$ cat config.mk
export PLATFORM = sky130hd
export DESIGN_NAME = tsc_free_counter
export DESIGN_NICKNAME = d
export VERILOG_FILES = /design/src/rtl/tsc_pkg.sv /design/src/rtl/tsc_stage_regs.sv /design/src/rtl/tsc_count_core.sv /design/src/rtl/tsc_capture_regs.sv /design/src/rtl/tsc_free_counter.sv
export SDC_FILE = /design/constraint.sdc
export NUM_CORES = 1
export LEC_CHECK = 0
export ABC_AREA = 1
export CAP_MARGIN = 20
export CELL_PAD_IN_SITES_DETAIL_PLACEMENT = 1
export CELL_PAD_IN_SITES_GLOBAL_PLACEMENT = 1
export CORE_ASPECT_RATIO = 1.25
export CORE_MARGIN = 2
export CORE_UTILIZATION = 42
export CTS_CLUSTER_SIZE = 12
export DETAILED_ROUTE_END_ITERATION = 10
export HOLD_SLACK_MARGIN = 0.06
export PLACE_DENSITY_LB_ADDON = 0.1
export SYNTH_ARGS = -nofsm -noshare
export SYNTH_HDL_FRONTEND = slang
export SYNTH_SLANG_ARGS = --single-unit
export TNS_END_PERCENT = 20
$ cat constraint.sdc
create_clock -name clk -period 2 [get_ports clk]
set_input_delay 0.4 -clock clk [delete_from_list [all_inputs] [get_ports clk]]
set_output_delay 0.4 -clock clk [all_outputs]
set_load 0.05 [all_outputs]
$ cat src/rtl/tsc_pkg.sv
package tsc_pkg;

    // Word indices of the register map (byte offset = 4 * index).
    localparam int W_CTRL     = 0;
    localparam int W_COUNT_LO = 1;
    localparam int W_COUNT_HI = 2;
    localparam int W_STAGE_LO = 3;
    localparam int W_STAGE_HI = 4;
    localparam int W_CAPT_LO  = 5;
    localparam int W_CAPT_HI  = 6;

    // Command bit positions inside the control word.
    localparam int CMD_GO_BIT   = 0;
    localparam int CMD_LOAD_BIT = 1;

    typedef enum logic [2:0] {
        SEL_CTRL,
        SEL_COUNT_LO,
        SEL_COUNT_HI,
        SEL_STAGE_LO,
        SEL_STAGE_HI,
        SEL_CAPT_LO,
        SEL_CAPT_HI,
        SEL_NONE
    } reg_sel_e;

    typedef enum logic [1:0] {
        CMD_NONE,
        CMD_CAPTURE,
        CMD_COMMIT
    } cmd_e;

    typedef struct packed {
        logic     en;
        reg_sel_e sel;
    } wr_req_t;

    function automatic cmd_e decode_cmd(input logic go, input logic load);
        cmd_e c;
        if (!go)       c = CMD_NONE;
        else if (load) c = CMD_COMMIT;
        else           c = CMD_CAPTURE;
        return c;
    endfunction

    function automatic reg_sel_e sel_of_word(input int idx);
        reg_sel_e s;
        case (idx)
            W_CTRL:     s = SEL_CTRL;
            W_COUNT_LO: s = SEL_COUNT_LO;
            W_COUNT_HI: s = SEL_COUNT_HI;
            W_STAGE_LO: s = SEL_STAGE_LO;
            W_STAGE_HI: s = SEL_STAGE_HI;
            W_CAPT_LO:  s = SEL_CAPT_LO;
            W_CAPT_HI:  s = SEL_CAPT_HI;
            default:    s = SEL_NONE;
        endcase
        return s;
    endfunction

endpackage

$ cat src/rtl/tsc_stage_regs.sv
module tsc_stage_regs
    import tsc_pkg::*;
#(
    parameter int BUS_W = 32
) (
    input  logic                 clk,
    input  logic                 rst,
    input  wr_req_t              req,
    input  logic [BUS_W-1:0]     wr_data,
    output logic [2*BUS_W-1:0]   stage_val
);
    localparam int NHALF = 2;

    for (genvar h = 0; h < NHALF; h++) begin : g_half
        localparam reg_sel_e MY_SEL = (h == 0) ? SEL_STAGE_LO : SEL_STAGE_HI;
        logic [BUS_W-1:0] q;

        always_ff @(posedge clk) begin
            if (rst) begin
                q <= '0;
            end else if (req.en && req.sel == MY_SEL) begin
                q <= wr_data;
            end
        end

        assign stage_val[h*BUS_W +: BUS_W] = q;
    end

endmodule

$ cat src/rtl/tsc_count_core.sv
module tsc_count_core
    import tsc_pkg::*;
#(
    parameter int CNT_W = 64
) (
    input  logic             clk,
    input  logic             rst,
    input  cmd_e             cmd,
    input  logic [CNT_W-1:0] stage_val,
    output logic [CNT_W-1:0] count
);
    always_ff @(posedge clk) begin
        if (rst) begin
            count <= '0;
        end else if (cmd == CMD_COMMIT) begin
            count <= stage_val;
        end else begin
            count <= count + CNT_W'(1);
        end
    end
endmodule

$ cat src/rtl/tsc_capture_regs.sv
module tsc_capture_regs
    import tsc_pkg::*;
#(
    parameter int CNT_W = 64
) (
    input  logic             clk,
    input  logic             rst,
    input  cmd_e             cmd,
    input  logic [CNT_W-1:0] count,
    output logic [CNT_W-1:0] capt
);
    always_ff @(posedge clk) begin
        if (rst) begin
            capt <= '0;
        end else if (cmd == CMD_CAPTURE) begin
            capt <= count;
        end
    end
endmodule

$ cat src/rtl/tsc_free_counter.sv
module tsc_free_counter
    import tsc_pkg::*;
#(
    parameter int BUS_W  = 32,
    parameter int ADDR_W = 5
) (
    input  logic              clk,
    input  logic              rst,
    input  logic              wr_en,
    input  logic [ADDR_W-1:0] wr_addr,
    input  logic [BUS_W-1:0]  wr_data,
    input  logic [ADDR_W-1:0] rd_addr,
    output logic [BUS_W-1:0]  rd_data
);
    localparam int CNT_W = 2 * BUS_W;

    function automatic reg_sel_e sel_of_addr(input logic [ADDR_W-1:0] a);
        reg_sel_e s;
        if (a[1:0] != 2'b00) s = SEL_NONE;
        else                 s = sel_of_word(int'(a >> 2));
        return s;
    endfunction

    wr_req_t          req;
    reg_sel_e         rd_sel;
    cmd_e             cmd;
    logic [CNT_W-1:0] count;
    logic [CNT_W-1:0] stage_val;
    logic [CNT_W-1:0] capt;

    assign req.en  = wr_en;
    assign req.sel = sel_of_addr(wr_addr);
    assign rd_sel  = sel_of_addr(rd_addr);

    assign cmd = (req.en && req.sel == SEL_CTRL)
               ? decode_cmd(wr_data[CMD_GO_BIT], wr_data[CMD_LOAD_BIT])
               : CMD_NONE;

    tsc_stage_regs #(.BUS_W(BUS_W)) u_stage (
        .clk       (clk),
        .rst       (rst),
        .req       (req),
        .wr_data   (wr_data),
        .stage_val (stage_val)
    );

    tsc_count_core #(.CNT_W(CNT_W)) u_core (
        .clk       (clk),
        .rst       (rst),
        .cmd       (cmd),
        .stage_val (stage_val),
        .count     (count)
    );

    tsc_capture_regs #(.CNT_W(CNT_W)) u_capt (
        .clk   (clk),
        .rst   (rst),
        .cmd   (cmd),
        .count (count),
        .capt  (capt)
    );

    always_comb begin
        case (rd_sel)
            SEL_COUNT_LO: rd_data = count[BUS_W-1:0];
            SEL_COUNT_HI: rd_data = count[CNT_W-1:BUS_W];
            SEL_STAGE_LO: rd_data = stage_val[BUS_W-1:0];
            SEL_STAGE_HI: rd_data = stage_val[CNT_W-1:BUS_W];
            SEL_CAPT_LO:  rd_data = capt[BUS_W-1:0];
            SEL_CAPT_HI:  rd_data = capt[CNT_W-1:BUS_W];
            default:      rd_data = '0;   // CTRL and unmapped read zero
        endcase
    end

endmodule

==> impl_metrics.csv, run 1 <==
group,metric,value,unit
yosys,yosys.cell_types.count,32,
yosys,netlist.top_cell.by_area,"dfxtp_1",
route,vias_per_cell,5.84,
route,wl,50400,um
floorplan,die-area,25500,um^2
global_route,grt_pass1_vias,12800,
route,detailedRoute.firstPassIterationCount,8,
route,ant_nets,0,
setup_path,start_kind,"primary input",
yosys,synth_nets,1660,
timing,fmax,442,MHz
cts,clock_path_buffers,2,
yosys,synthDominantCellAreaShare,37.7,%
status,status,"finished, violations left",
floorplan,die_w,143,um
yosys,synthesis.instances,1614,
setup_path,critPathMaxFanout,8,
yosys,syn_avg_cell_area,6.31,um^2
global_route,gr-total-overflow,0,
place,gpl.final_weighted_congestion,0.979,
floorplan,floorplan.rows,63,
setup_path,cp.arrival,1.86,ns
cts,worst_skew_pair.late_latency,0.46,ns
global_route,grt_usage,40.1,%
route,drt_iter0_drc,1224,
yosys,synthMuxAreaShare,0,%
finish,filler_cell_count,3112,
route,detailroute.via_count,12300,
finish,drive_gt1_share,19.0,%
finish,multiInputGateArea,5760,um^2
yosys,yosys.area_share.adder,0.123,%
global_route,grt_start_max_net_pins,57,
setup_path,worst-endpoint-required,1.60,ns
yosys,synthSimpleGateAreaFrac,34.8,%
cts,cts_htree_levels,4,
timing,unrepaired_setup_endpoints_after_global_routing,"true",
timing,layout_setup_ws,-0.262,ns
finish,total_inserted_antenna_cells,0,
timing,timing.final.crit_period,2.26,ns
place,dp_hpwl,33500,um
cts,cts_tree,"built",
yosys,post_synth_main_area_contributors,"dfxtp_1, nor2_1, nand2_1, o21ai_0, inv_1",
floorplan,die_height,178,um
timing,report.final.setup_viol,32,
timing,worst_pin_slew,0.396,ns
yosys,syn_area,10200,um^2
status,violations,"setup timing",
power_and_ir_drop,power_per_standard_cell_area,587,nW/um^2
timing,maxSlewHeadroom,73.6,%
timing,worst_hold_slack,0.504,ns
place,post_dp_cell_area,12500,um^2
place,io_buffers,76,
finish,fin_area,14100,um^2
setup_path,r2r.worst_path.cells,9,
floorplan,initial_core_util,42.8,%
global_route,grt_first_pass_wirelength,75800,um
flow_run,max_cap_violations,0,
floorplan,core_region_area,23800,um^2
yosys,synth_xor_area_share,1.63,%
cts,clock_slew_seen_by_the_registers_of_the_worst_setup_and_hold_paths,0.07,ns
route,post_drt_wl_per_cell,23.9,um
finish,final_nets,1821,
setup_path,critPathCaptureType,"output port",
timing,finalCritPeriodShare,113,%
floorplan,io_pins,77,
setup_path,worstSetupPathType,"in -> out",
yosys,synthesis.yosys.warnings,0,
finish,areaGrowthSynthToFinish,38.8,%
yosys,combinational_family_with_the_most_area_after_synthesis,"simple AND/OR/NAND/NOR gates",
timing,timing.final.max_slew_violations,0,
cts,cts-buffers-inserted,17,
cts,cts_hold_buffers,0,
global_route,grt_antenna_before_repair,0,
yosys,synth.yosys.seq_area_share,37.7,%
cts,clock_tree.root_cell,"clkbuf_16",
power_and_ir_drop,max-vdd-ir-drop,0.000620,V
route,drt_drc_violations_left,0,
yosys,postSynthRegisterBits,192,
hold_path,worstHoldPathCells,2,
timing,timing.final.hold_violations,0,
power_and_ir_drop,power_leakage,0.00595,uW
timing,skew,0.0148,ns
yosys,share_of_the_synthesized_area_in_compound_gates_ao_oa_aoi_oai,15.6,%
finish,register_area,3860,um^2
hold_path,hold_class,"reg -> reg",
cts,tritoncts_num_sinks,192,
## cell type report
type	count	share of cell area, %
clock buffer	23	3.52
clock inverter	7	0.885
inverter	185	5.11
multi-input combinational	1159	40.8
sequential	192	27.3
tap	325	2.88
timing repair buffer	220	19.5
## stage by stage
step | worst slack (ns) | util (%) | setup TNS, ns | power (uW) | std cells
6_report | -0.262 | 59.4 | -5.43 | 8290 | 2111
5_1_grt | -0.265 | 59.4 | -6.45 | 8490 | 2111
4_1_cts | -0.196 | 59.2 | -4.74 | 8200 | 2113
3_5_place_dp | -0.586 | 52.6 | -51.54 | 4440 | 2066
3_3_place_gp | -0.495 | 52.6 | -37.35 | 4430 | 2066
2_1_floorplan | -0.0491 | - | -1.32 | 4170 | 1614
## critical path, cell delays in order
cell	delay [ns]
buf_6	0.09
nor2_4	0.14
nand2_4	0.09
buf_6	0.13
nor3_4	0.16
buf_12	0.15
buf_12	0.12
buf_16	0.15
a22oi_2	0.07
nand4_1	0.18
buf_12	0.17
## per-layer routing
| layer | vias up | GRT usage (%) | part of all wire, % |
|---|---|---|---|
| li1 | 5499 | - | - |
| met1 | 5953 | 50.1 | 39 |
| met2 | 656 | 63.1 | 45 |
| met3 | 225 | 9.58 | 9.6 |
| met4 | 0 | 23.3 | 6.2 |
| met5 | - | 0 | 0 |
## what timing repair did
action / in CTS / in global routing
cloned: 14 / 0
gates resized for setup: 145 / 47
pin swaps: 55 / 21
endpoints found under the setup margin: 33 / 68
buffers inserted: 19 / 0
## layout by cell type, fill, tap and decap left out, types with 2 or more instances in the layout
cell type / synthesis / layout
nor2_2: 9 / 10
or2_0: 8 / 8
nand3_4: 0 / 3
a21oi_2: 0 / 2
inv_4: 0 / 7
o211ai_1: 3 / 3
o21ai_0: 196 / 184
clkinv_4: 0 / 4
nor3_1: 7 / 5
buf_16: 0 / 12
nand4_1: 47 / 47
nor2_1: 373 / 367
xor2_1: 15 / 15
clkbuf_16: 0 / 18
or2_1: 2 / 2
a21oi_1: 17 / 15
dfxtp_1: 192 / 177
clkbuf_8: 0 / 5
inv_6: 0 / 2
nand2_2: 5 / 8
a211oi_1: 2 / 2
nor2_4: 4 / 9
bufinv_16: 0 / 3
nand3_1: 79 / 73
xnor2_1: 4 / 4
o21ai_2: 0 / 2
a22oi_1: 63 / 3
nand2_4: 0 / 3
clkdlybuf4s50_1: 0 / 39
inv_1: 183 / 175
nand2_1: 318 / 312
o21ai_1: 2 / 12
dfxtp_2: 0 / 15
a22oi_2: 0 / 60
buf_6: 2 / 18
buf_4: 0 / 94
nand3_2: 0 / 3
buf_12: 0 / 55
## state kept, by name, summed over array words and instances (netlist names)
register,cells
u_capt.capt,64
u_core.count,64
u_stage.g_half.q,64
## worst paths after layout
kind,start,end,slack [ns]
setup reg to reg,u_core.count[12],u_core.count[21],0
setup / recovery,rd_addr[0],rd_data[3],-0.26
hold reg to reg,u_capt.capt[55],u_capt.capt[55],0.50
hold / removal,u_capt.capt[55],u_capt.capt[55],0.50
## cells in the mapped netlist (all sizes together)
cell type	instances
buf	23
a211oi	2
ha	1
a22oi	63
dfxtp	192
nand4	47
nor2b	1
clkinv	1
o211ai	3
nand3	79
a21oi	17
or2	12
o21ai	198
nand3b	1
inv	184
nor3	7
nand2	323
xnor2	4
clkbuf	55
xor2	15
nor2	386
## kinds of logic (layout without fill, tap and decap cells)
group / after synthesis / after routing
AND/OR/NAND/NOR: 856 / 856
flip-flops: 192 / 192
AO/OA/AOI/OAI: 283 / 283
buffers and inverters: 263 / 435
adder cells (fa/ha/maj): 1 / 1
XOR/XNOR: 19 / 19
## where the power goes
part / switching [uW] / internal (uW) / leakage (uW) / total, uW
sequential: 64.4 / 3850 / 0.00156 / 3920
combinational: 307 / 256 / 0.00409 / 563
clock: 1670 / 2140 / 0.000306 / 3810
Note: power is estimated with default switching activity, not from simulation.
==> inputs of run 2 (changes only) <==
--- a/config.mk
+++ b/config.mk
@@ -14,7 +14,7 @@
 export CORE_UTILIZATION = 42
 export CTS_CLUSTER_SIZE = 12
 export DETAILED_ROUTE_END_ITERATION = 10
-export HOLD_SLACK_MARGIN = 0.06
+export HOLD_SLACK_MARGIN = 0.15
 export PLACE_DENSITY_LB_ADDON = 0.1
 export SYNTH_ARGS = -nofsm -noshare
 export SYNTH_HDL_FRONTEND = slang
==> results of run 2 <==
Same layout as run 1: the final DEF is identical, and so are final timing and power.
